$ cat config.mk
export PLATFORM = sky130hd
export DESIGN_NAME = rxr_desc_writer
export DESIGN_NICKNAME = d
export VERILOG_FILES = /design/src/rtl/rxr_pkg.sv /design/src/rtl/rxr_ring_ptr.sv /design/src/rtl/rxr_lane_pack.sv /design/src/rtl/rxr_status.sv /design/src/rtl/rxr_desc_writer.sv
export SDC_FILE = /design/constraint.sdc
export NUM_CORES = 1
export LEC_CHECK = 0
export BUFFER_PORTS_ARGS = -buffer_cell sky130_fd_sc_hd__clkbuf_2
export CORE_MARGIN = 5
export CORE_UTILIZATION = 35
export CTS_CLUSTER_SIZE = 30
export DETAILED_ROUTE_END_ITERATION = 10
export PLACE_DENSITY = 0.66
export SYNTH_ARGS = -nofsm -noshare
export SYNTH_HDL_FRONTEND = slang
export SYNTH_SLANG_ARGS = --single-unit
export TNS_END_PERCENT = 100
$ cat constraint.sdc
create_clock -name clk -period 4 [get_ports clk]
set_input_delay 0.6 -clock clk [delete_from_list [all_inputs] [get_ports clk]]
set_output_delay 0.6 -clock clk [all_outputs]
set_load 0.01 [all_outputs]
$ cat src/rtl/rxr_pkg.sv
package rxr_pkg;
  typedef enum logic [2:0] {
    S_IDLE,
    S_RD_FLAGS,
    S_RD_BUFP,
    S_RECV,
    S_WR_DATA,
    S_WR_FLAGS,
    S_DROP
  } rxr_state_e;

  localparam int OWN_BIT    = 31;
  localparam int ST_DONE    = 0;
  localparam int ST_DROP    = 1;
  localparam int ST_SMALL   = 2;
  localparam int ST_W       = 3;
endpackage

$ cat src/rtl/rxr_ring_ptr.sv
module rxr_ring_ptr #(
  parameter int RING_LOG2 = 4,
  parameter int AW        = 32
) (
  input  logic          clk,
  input  logic          rst_n,
  input  logic          base_we,
  input  logic [AW-1:0] base_din,
  input  logic          advance,
  output logic [AW-1:0] flags_addr,
  output logic [AW-1:0] bufp_addr
);
  localparam int OFS_W = RING_LOG2 + 3;

  logic [AW-1:0]        base_q;
  logic [RING_LOG2-1:0] idx_q;

  always_ff @(posedge clk) begin
    if (!rst_n) begin
      base_q <= '0;
      idx_q  <= '0;
    end else begin
      if (base_we) base_q <= base_din;
      if (advance) idx_q <= idx_q + 1'b1;  // wraps on power-of-two ring
    end
  end

  logic [OFS_W-1:0] slot_ofs;
  assign slot_ofs   = {idx_q, 3'b000};
  assign flags_addr = base_q + AW'(slot_ofs);
  assign bufp_addr  = flags_addr + AW'(4);
endmodule

$ cat src/rtl/rxr_lane_pack.sv
module rxr_lane_pack (
  input  logic        clk,
  input  logic        rst_n,
  input  logic        clr,
  input  logic        put,
  input  logic [1:0]  lane,
  input  logic [7:0]  din,
  output logic [31:0] word,
  output logic [3:0]  be
);
  for (genvar g = 0; g < 4; g++) begin : g_lane
    always_ff @(posedge clk) begin
      if (!rst_n || clr) begin
        word[8*g +: 8] <= '0;
        be[g]          <= 1'b0;
      end else if (put && lane == 2'(g)) begin
        word[8*g +: 8] <= din;
        be[g]          <= 1'b1;
      end
    end
  end
endmodule

$ cat src/rtl/rxr_status.sv
module rxr_status
  import rxr_pkg::*;
(
  input  logic            clk,
  input  logic            rst_n,
  input  logic [ST_W-1:0] set_vec,
  input  logic            clr_we,
  input  logic [ST_W-1:0] clr_vec,
  input  logic            mask,
  output logic [ST_W-1:0] status,
  output logic            irq
);
  logic [ST_W-1:0] st_q;

  always_ff @(posedge clk) begin
    if (!rst_n) st_q <= '0;
    else        st_q <= (st_q & ~(clr_we ? clr_vec : '0)) | set_vec;
  end

  assign status = st_q;
  assign irq    = (|st_q) & ~mask;
endmodule

$ cat src/rtl/rxr_desc_writer.sv
module rxr_desc_writer
  import rxr_pkg::*;
#(
  parameter int RING_LOG2 = 4,
  parameter int LEN_W     = 11,
  parameter int AW        = 32
) (
  input  logic          clk,
  input  logic          rst_n,
  input  logic          in_valid,
  output logic          in_ready,
  input  logic [7:0]    in_data,
  input  logic          in_last,
  output logic          mem_req,
  output logic          mem_we,
  output logic [AW-1:0] mem_addr,
  output logic [3:0]    mem_be,
  output logic [31:0]   mem_wdata,
  input  logic [31:0]   mem_rdata,
  input  logic          mem_ack,
  input  logic          base_we,
  input  logic [AW-1:0] base_din,
  input  logic          irq_mask,
  input  logic          clr_we,
  input  logic [2:0]    clr_bits,
  output logic [2:0]    status,
  output logic          irq
);
  rxr_state_e       state_q;
  logic [LEN_W-1:0] cap_q, cnt_q, wofs_q;
  logic [AW-1:0]    buf_q;
  logic             ovf_q, end_q;

  logic [AW-1:0]    flags_addr, bufp_addr;
  logic [31:0]      pk_word;
  logic [3:0]       pk_be;
  logic             fire, room, put, flush, advance, pk_clr;
  logic [LEN_W-1:0] cnt_nx, cm1, cap_nx;
  logic [ST_W-1:0]  set_vec;

  assign in_ready = (state_q == S_RECV) || (state_q == S_DROP);
  assign fire     = in_valid && in_ready;
  assign room     = cnt_q < cap_q;
  assign put      = (state_q == S_RECV) && fire && room;
  assign cnt_nx   = cnt_q + LEN_W'(put);
  assign cm1      = cnt_nx - LEN_W'(1);
  assign flush    = (state_q == S_RECV) && fire &&
                    ((put && cnt_q[1:0] == 2'b11) || (in_last && (put || (|pk_be))));
  assign cap_nx   = (|mem_rdata[30:LEN_W]) ? '1 : mem_rdata[LEN_W-1:0];
  assign advance  = (state_q == S_WR_FLAGS) && mem_ack;
  assign pk_clr   = (state_q == S_WR_DATA) && mem_ack;

  always_ff @(posedge clk) begin
    if (!rst_n) begin
      state_q <= S_IDLE;
      cap_q   <= '0;
      cnt_q   <= '0;
      wofs_q  <= '0;
      buf_q   <= '0;
      ovf_q   <= 1'b0;
      end_q   <= 1'b0;
    end else begin
      unique case (state_q)
        S_IDLE:     if (in_valid) state_q <= S_RD_FLAGS;
        S_RD_FLAGS: if (mem_ack) begin
          if (mem_rdata[OWN_BIT]) begin
            cap_q   <= cap_nx;
            state_q <= S_RD_BUFP;
          end else begin
            state_q <= S_DROP;
          end
        end
        S_RD_BUFP: if (mem_ack) begin
          buf_q   <= mem_rdata;
          cnt_q   <= '0;
          ovf_q   <= 1'b0;
          end_q   <= 1'b0;
          state_q <= S_RECV;
        end
        S_RECV: if (fire) begin
          cnt_q <= cnt_nx;
          if (!room) ovf_q <= 1'b1;
          if (flush) begin
            wofs_q  <= cm1 & ~LEN_W'(3);
            end_q   <= in_last;
            state_q <= S_WR_DATA;
          end else if (in_last) begin
            state_q <= S_WR_FLAGS;
          end
        end
        S_WR_DATA:  if (mem_ack) state_q <= end_q ? S_WR_FLAGS : S_RECV;
        S_WR_FLAGS: if (mem_ack) state_q <= S_IDLE;
        S_DROP:     if (fire && in_last) state_q <= S_IDLE;
        default:    state_q <= S_IDLE;
      endcase
    end
  end

  // memory port, driven from state
  logic [31:0] flags_wb;
  always_comb begin
    flags_wb = '0;
    flags_wb[LEN_W-1:0] = cnt_q;
  end

  always_comb begin
    mem_req   = 1'b0;
    mem_we    = 1'b0;
    mem_addr  = flags_addr;
    mem_be    = 4'hF;
    mem_wdata = '0;
    unique case (state_q)
      S_RD_FLAGS: mem_req = 1'b1;
      S_RD_BUFP: begin
        mem_req  = 1'b1;
        mem_addr = bufp_addr;
      end
      S_WR_DATA: begin
        mem_req   = 1'b1;
        mem_we    = 1'b1;
        mem_addr  = buf_q + AW'(wofs_q);
        mem_be    = pk_be;
        mem_wdata = pk_word;
      end
      S_WR_FLAGS: begin
        mem_req   = 1'b1;
        mem_we    = 1'b1;
        mem_wdata = flags_wb;
      end
      default: ;
    endcase
  end

  always_comb begin
    set_vec           = '0;
    set_vec[ST_DONE]  = advance;
    set_vec[ST_SMALL] = advance && ovf_q;
    set_vec[ST_DROP]  = (state_q == S_DROP) && fire && in_last;
  end

  rxr_ring_ptr #(.RING_LOG2(RING_LOG2), .AW(AW)) u_ptr (
    .clk        (clk),
    .rst_n      (rst_n),
    .base_we    (base_we),
    .base_din   (base_din),
    .advance    (advance),
    .flags_addr (flags_addr),
    .bufp_addr  (bufp_addr)
  );

  rxr_lane_pack u_pack (
    .clk   (clk),
    .rst_n (rst_n),
    .clr   (pk_clr),
    .put   (put),
    .lane  (cnt_q[1:0]),
    .din   (in_data),
    .word  (pk_word),
    .be    (pk_be)
  );

  rxr_status u_stat (
    .clk     (clk),
    .rst_n   (rst_n),
    .set_vec (set_vec),
    .clr_we  (clr_we),
    .clr_vec (clr_bits),
    .mask    (irq_mask),
    .status  (status),
    .irq     (irq)
  );
endmodule

==> flow_metrics.py <==
metrics = {
    "clock_network": {
        "clock_sinks": 143,
        "cts_hold_buf": 0,
        "htreeDepth": 4,
        "clk_pin_slew_ps": 70,
        "clk_path_buf_depth": 2,
        "clk_latency_ps": 420,
        "tritoncts": "built",
        "clockRootBuffer": "clkbuf_16",
        "numCtsBuffers": 17,
    },
    "synth": {
        "ys_seq_area_frac": 0.325,
        "ys.flop_type": "dfxtp_1",
        "synth_fp_nets": 1222,
        "synth_warnings": 0,
        "syn_area_um2": 8810,
        "syn_avg_cell_area_um2": 7.94,
        "synth-edff-count": 0,
        "synth_cell_type_count": 65,
        "ys_ff_latch": 143,
        "synthArstFlopShare": 0,
        "synth_cells": 1110,
    },
    "power": {
        "ir_drop_uv": 258,
        "p_leak_uw": 0.00460,
        "power_density_nw_per_um2": 369,
    },
    "sta": {
        "fin_setup_tns_ps": -1930,
        "final-hold-violation-count": 0,
        "finalSetupViolCount": 12,
        "holdWs_ps": 412,
        "fin_crit_sh": 1.07,
        "finalCriticalPeriod_ps": 4300,
        "clock_skew_ps": 8.83,
        "max_freq_mhz": 233,
        "grt_setup_unrepaired": "yes",
        "drv_slew": 0,
        "slew-limit-headroom": 0.298,
        "fin_ws_ps": -299,
        "worst_pin_slew_ps": 1050,
    },
    "global_route": {
        "first_global_vias": 8376,
        "grt_start_max_net_pins": 49,
        "antenna_found_initial": 0,
        "grt_pass1_wl_um": 43000,
        "grt_util_all_layers": 0.184,
        "grt.overflow.total": 0,
    },
    "floorplanning": {
        "die_w_um": 169,
        "die_h_um": 169,
        "start_util": 0.353,
        "die-area_um2": 28400,
        "rows": 58,
        "coreArea_um2": 25000,
        "io_pins": 158,
    },
    "detailed_routing": {
        "via_per_inst": 5.29,
        "dr.pass1.iters": 5,
        "drcViolationCount": 0,
        "wl_um": 27200,
        "wl_per_cell_um": 16.6,
        "final_antenna_net_count": 0,
        "vias": 8693,
        "initialDrtViolationCount": 565,
    },
    "critical_path": {
        "path_class": "reg2out",
        "cpMostUsedCell": "a211oi_4",
        "cp.arrival_ps": 3700,
        "crit_fanout": 5,
        "crit_required_ps": 3400,
        "path_cells": "ha_4 -> fa_2 -> a211oi_4 -> or4_4 -> or4_1 -> o22a_1 -> a211oi_4 -> nand4_1 -> buf_4 -> or3_1 -> a31o_1 -> clkbuf_2",
        "crit_path_end_kind": "output pin",
        "crit_slowest_cell": "or4_4",
        "cp-start-kind": "register",
        "max_stage_delay_ps": 500,
    },
    "place": {
        "routabilityCongestion": 0.913,
        "dp_cells": 1594,
        "hpwl_um": 20400,
        "port_buffers": 157,
    },
    "finish": {
        "diodes": 0,
        "num-fill-cells": 2501,
        "layout.cells.non_filler": 1642,
        "final_cell_mix": "clkbuf_2, dfxtp_1, nor2_1",
        "layout_commonest_cell": "clkbuf_2",
        "final_core_util": 0.450,
        "syn_to_final_growth_pct": 27.6,
        "drive_above_1_share": 0.253,
        "nNetsFinal": 1411,
    },
    "job": {
        "maxCapViolCount": 0,
    },
    "min_path": {
        "hold_path.class": "in2reg",
    },
    "run_status": {
        "violations": "negative setup slack",
        "outcome": "finished, violations left",
    },
}
## worst paths after layout
check | startpoint | endpoint | slack, ps | cells after the start
max | u_ptr.base_q[3]$_SDFFE_PN0P_ | mem_addr[27] | -300 | 12
min | mem_rdata[6] | buf_q[6]$_SDFFE_PN0P_ | 410 | 3
max reg2reg | cnt_q[8]$_SDFFE_PN0P_ | wofs_q[10]$_SDFFE_PN0P_ | 440 | 16
min reg2reg | buf_q[9]$_SDFFE_PN0P_ | buf_q[9]$_SDFFE_PN0P_ | 460 | 2
## cells by family (layout without fill, tap and decap cells)
logic type | after synthesis | count (layout) | synth area share
buffers and inverters | 87 | 289 | 0.0373
and+or+nand+nor | 470 | 470 | 0.252
xor gates and xnor gates | 83 | 83 | 0.0825
DFF | 143 | 143 | 0.325
adders and majority gates | 29 | 29 | 0.0429
AOI/OAI and AO/OA | 215 | 215 | 0.166
muxes | 83 | 83 | 0.0944
## critical path, delay by kind of cell, from the launching register on
family / cells / cell delay (ps)
compound gates: 4 / 820
fa+ha+maj: 2 / 370
buf+inv: 2 / 310
flops: 1 / 350
simple gates: 4 / 1430
## per-stage QoR
stage	setup WS [ps]	instance area, um^2	total power (uW)
6_report	-299	11200	4140
5_1_grt	-483	11200	4350
4_1_cts	-286	11100	4160
3_5_place_dp	-56.3	10200	2530
3_3_place_gp	-3.07	10200	2520
2_1_floorplan	0.125	8820	2190
## flip-flops by register name, summed over array words and instances, names as in the netlist
name,flops
buf_q,32
u_pack.word,32
u_ptr.base_q,32
cap_q,11
cnt_q,11
wofs_q,9
u_pack.be,4
u_ptr.idx_q,4
state_q,3
u_stat.status,3
end_q,1
ovf_q,1
## report_power, final
part | internal (uW) | total (uW) | switching, uW | leakage (uW)
Sequential | 1500 | 1580 | 80.1 | 0.00116
Combinational | 357 | 954 | 596 | 0.00316
Clock | 898 | 1610 | 712 | 0.000284
Total | 2760 | 4140 | 1390 | 0.00460
## per-layer routing
layer	part of all wire	up-vias	track usage	wire length [um]
met4	0.018	0	0.0522	502
met5	0	-	0	0
met3	0.070	35	0.0495	1900
met2	0.46	271	0.294	12500
met1	0.45	4059	0.245	12300
li1	-	4328	-	-
## area by class of cell
type / count / area [um^2] / share of cell area
inverter: 26 / 97.6 / 0.00868
tap: 330 / 413 / 0.0367
timing repair buffer: 231 / 1380 / 0.122
multi-input combinational: 880 / 5900 / 0.525
clock buffer: 18 / 439 / 0.0391
clock inverter: 14 / 149 / 0.0132
sequential: 143 / 2870 / 0.255
## synth_stat cells (all sizes together) (26+ instances only)
library cell | instances | area [um^2]
nor2 | 144 | 541
ha | 27 | 338
xor2 | 34 | 298
nand3 | 38 | 190
inv | 26 | 97.6
nand2 | 136 | 510
clkbuf | 55 | 206
dfxtp | 143 | 2860
o21ai | 33 | 165
a21oi | 69 | 345
xnor2 | 49 | 429
mux2i | 82 | 821
## timing repair
action | CTS | global route
buffers inserted | 11 | 7
endpoints found under the setup margin | 20 | 21
gates resized for setup | 38 | 30
pin swaps | 28 | 16
Power figures use the tool's default switching activity.
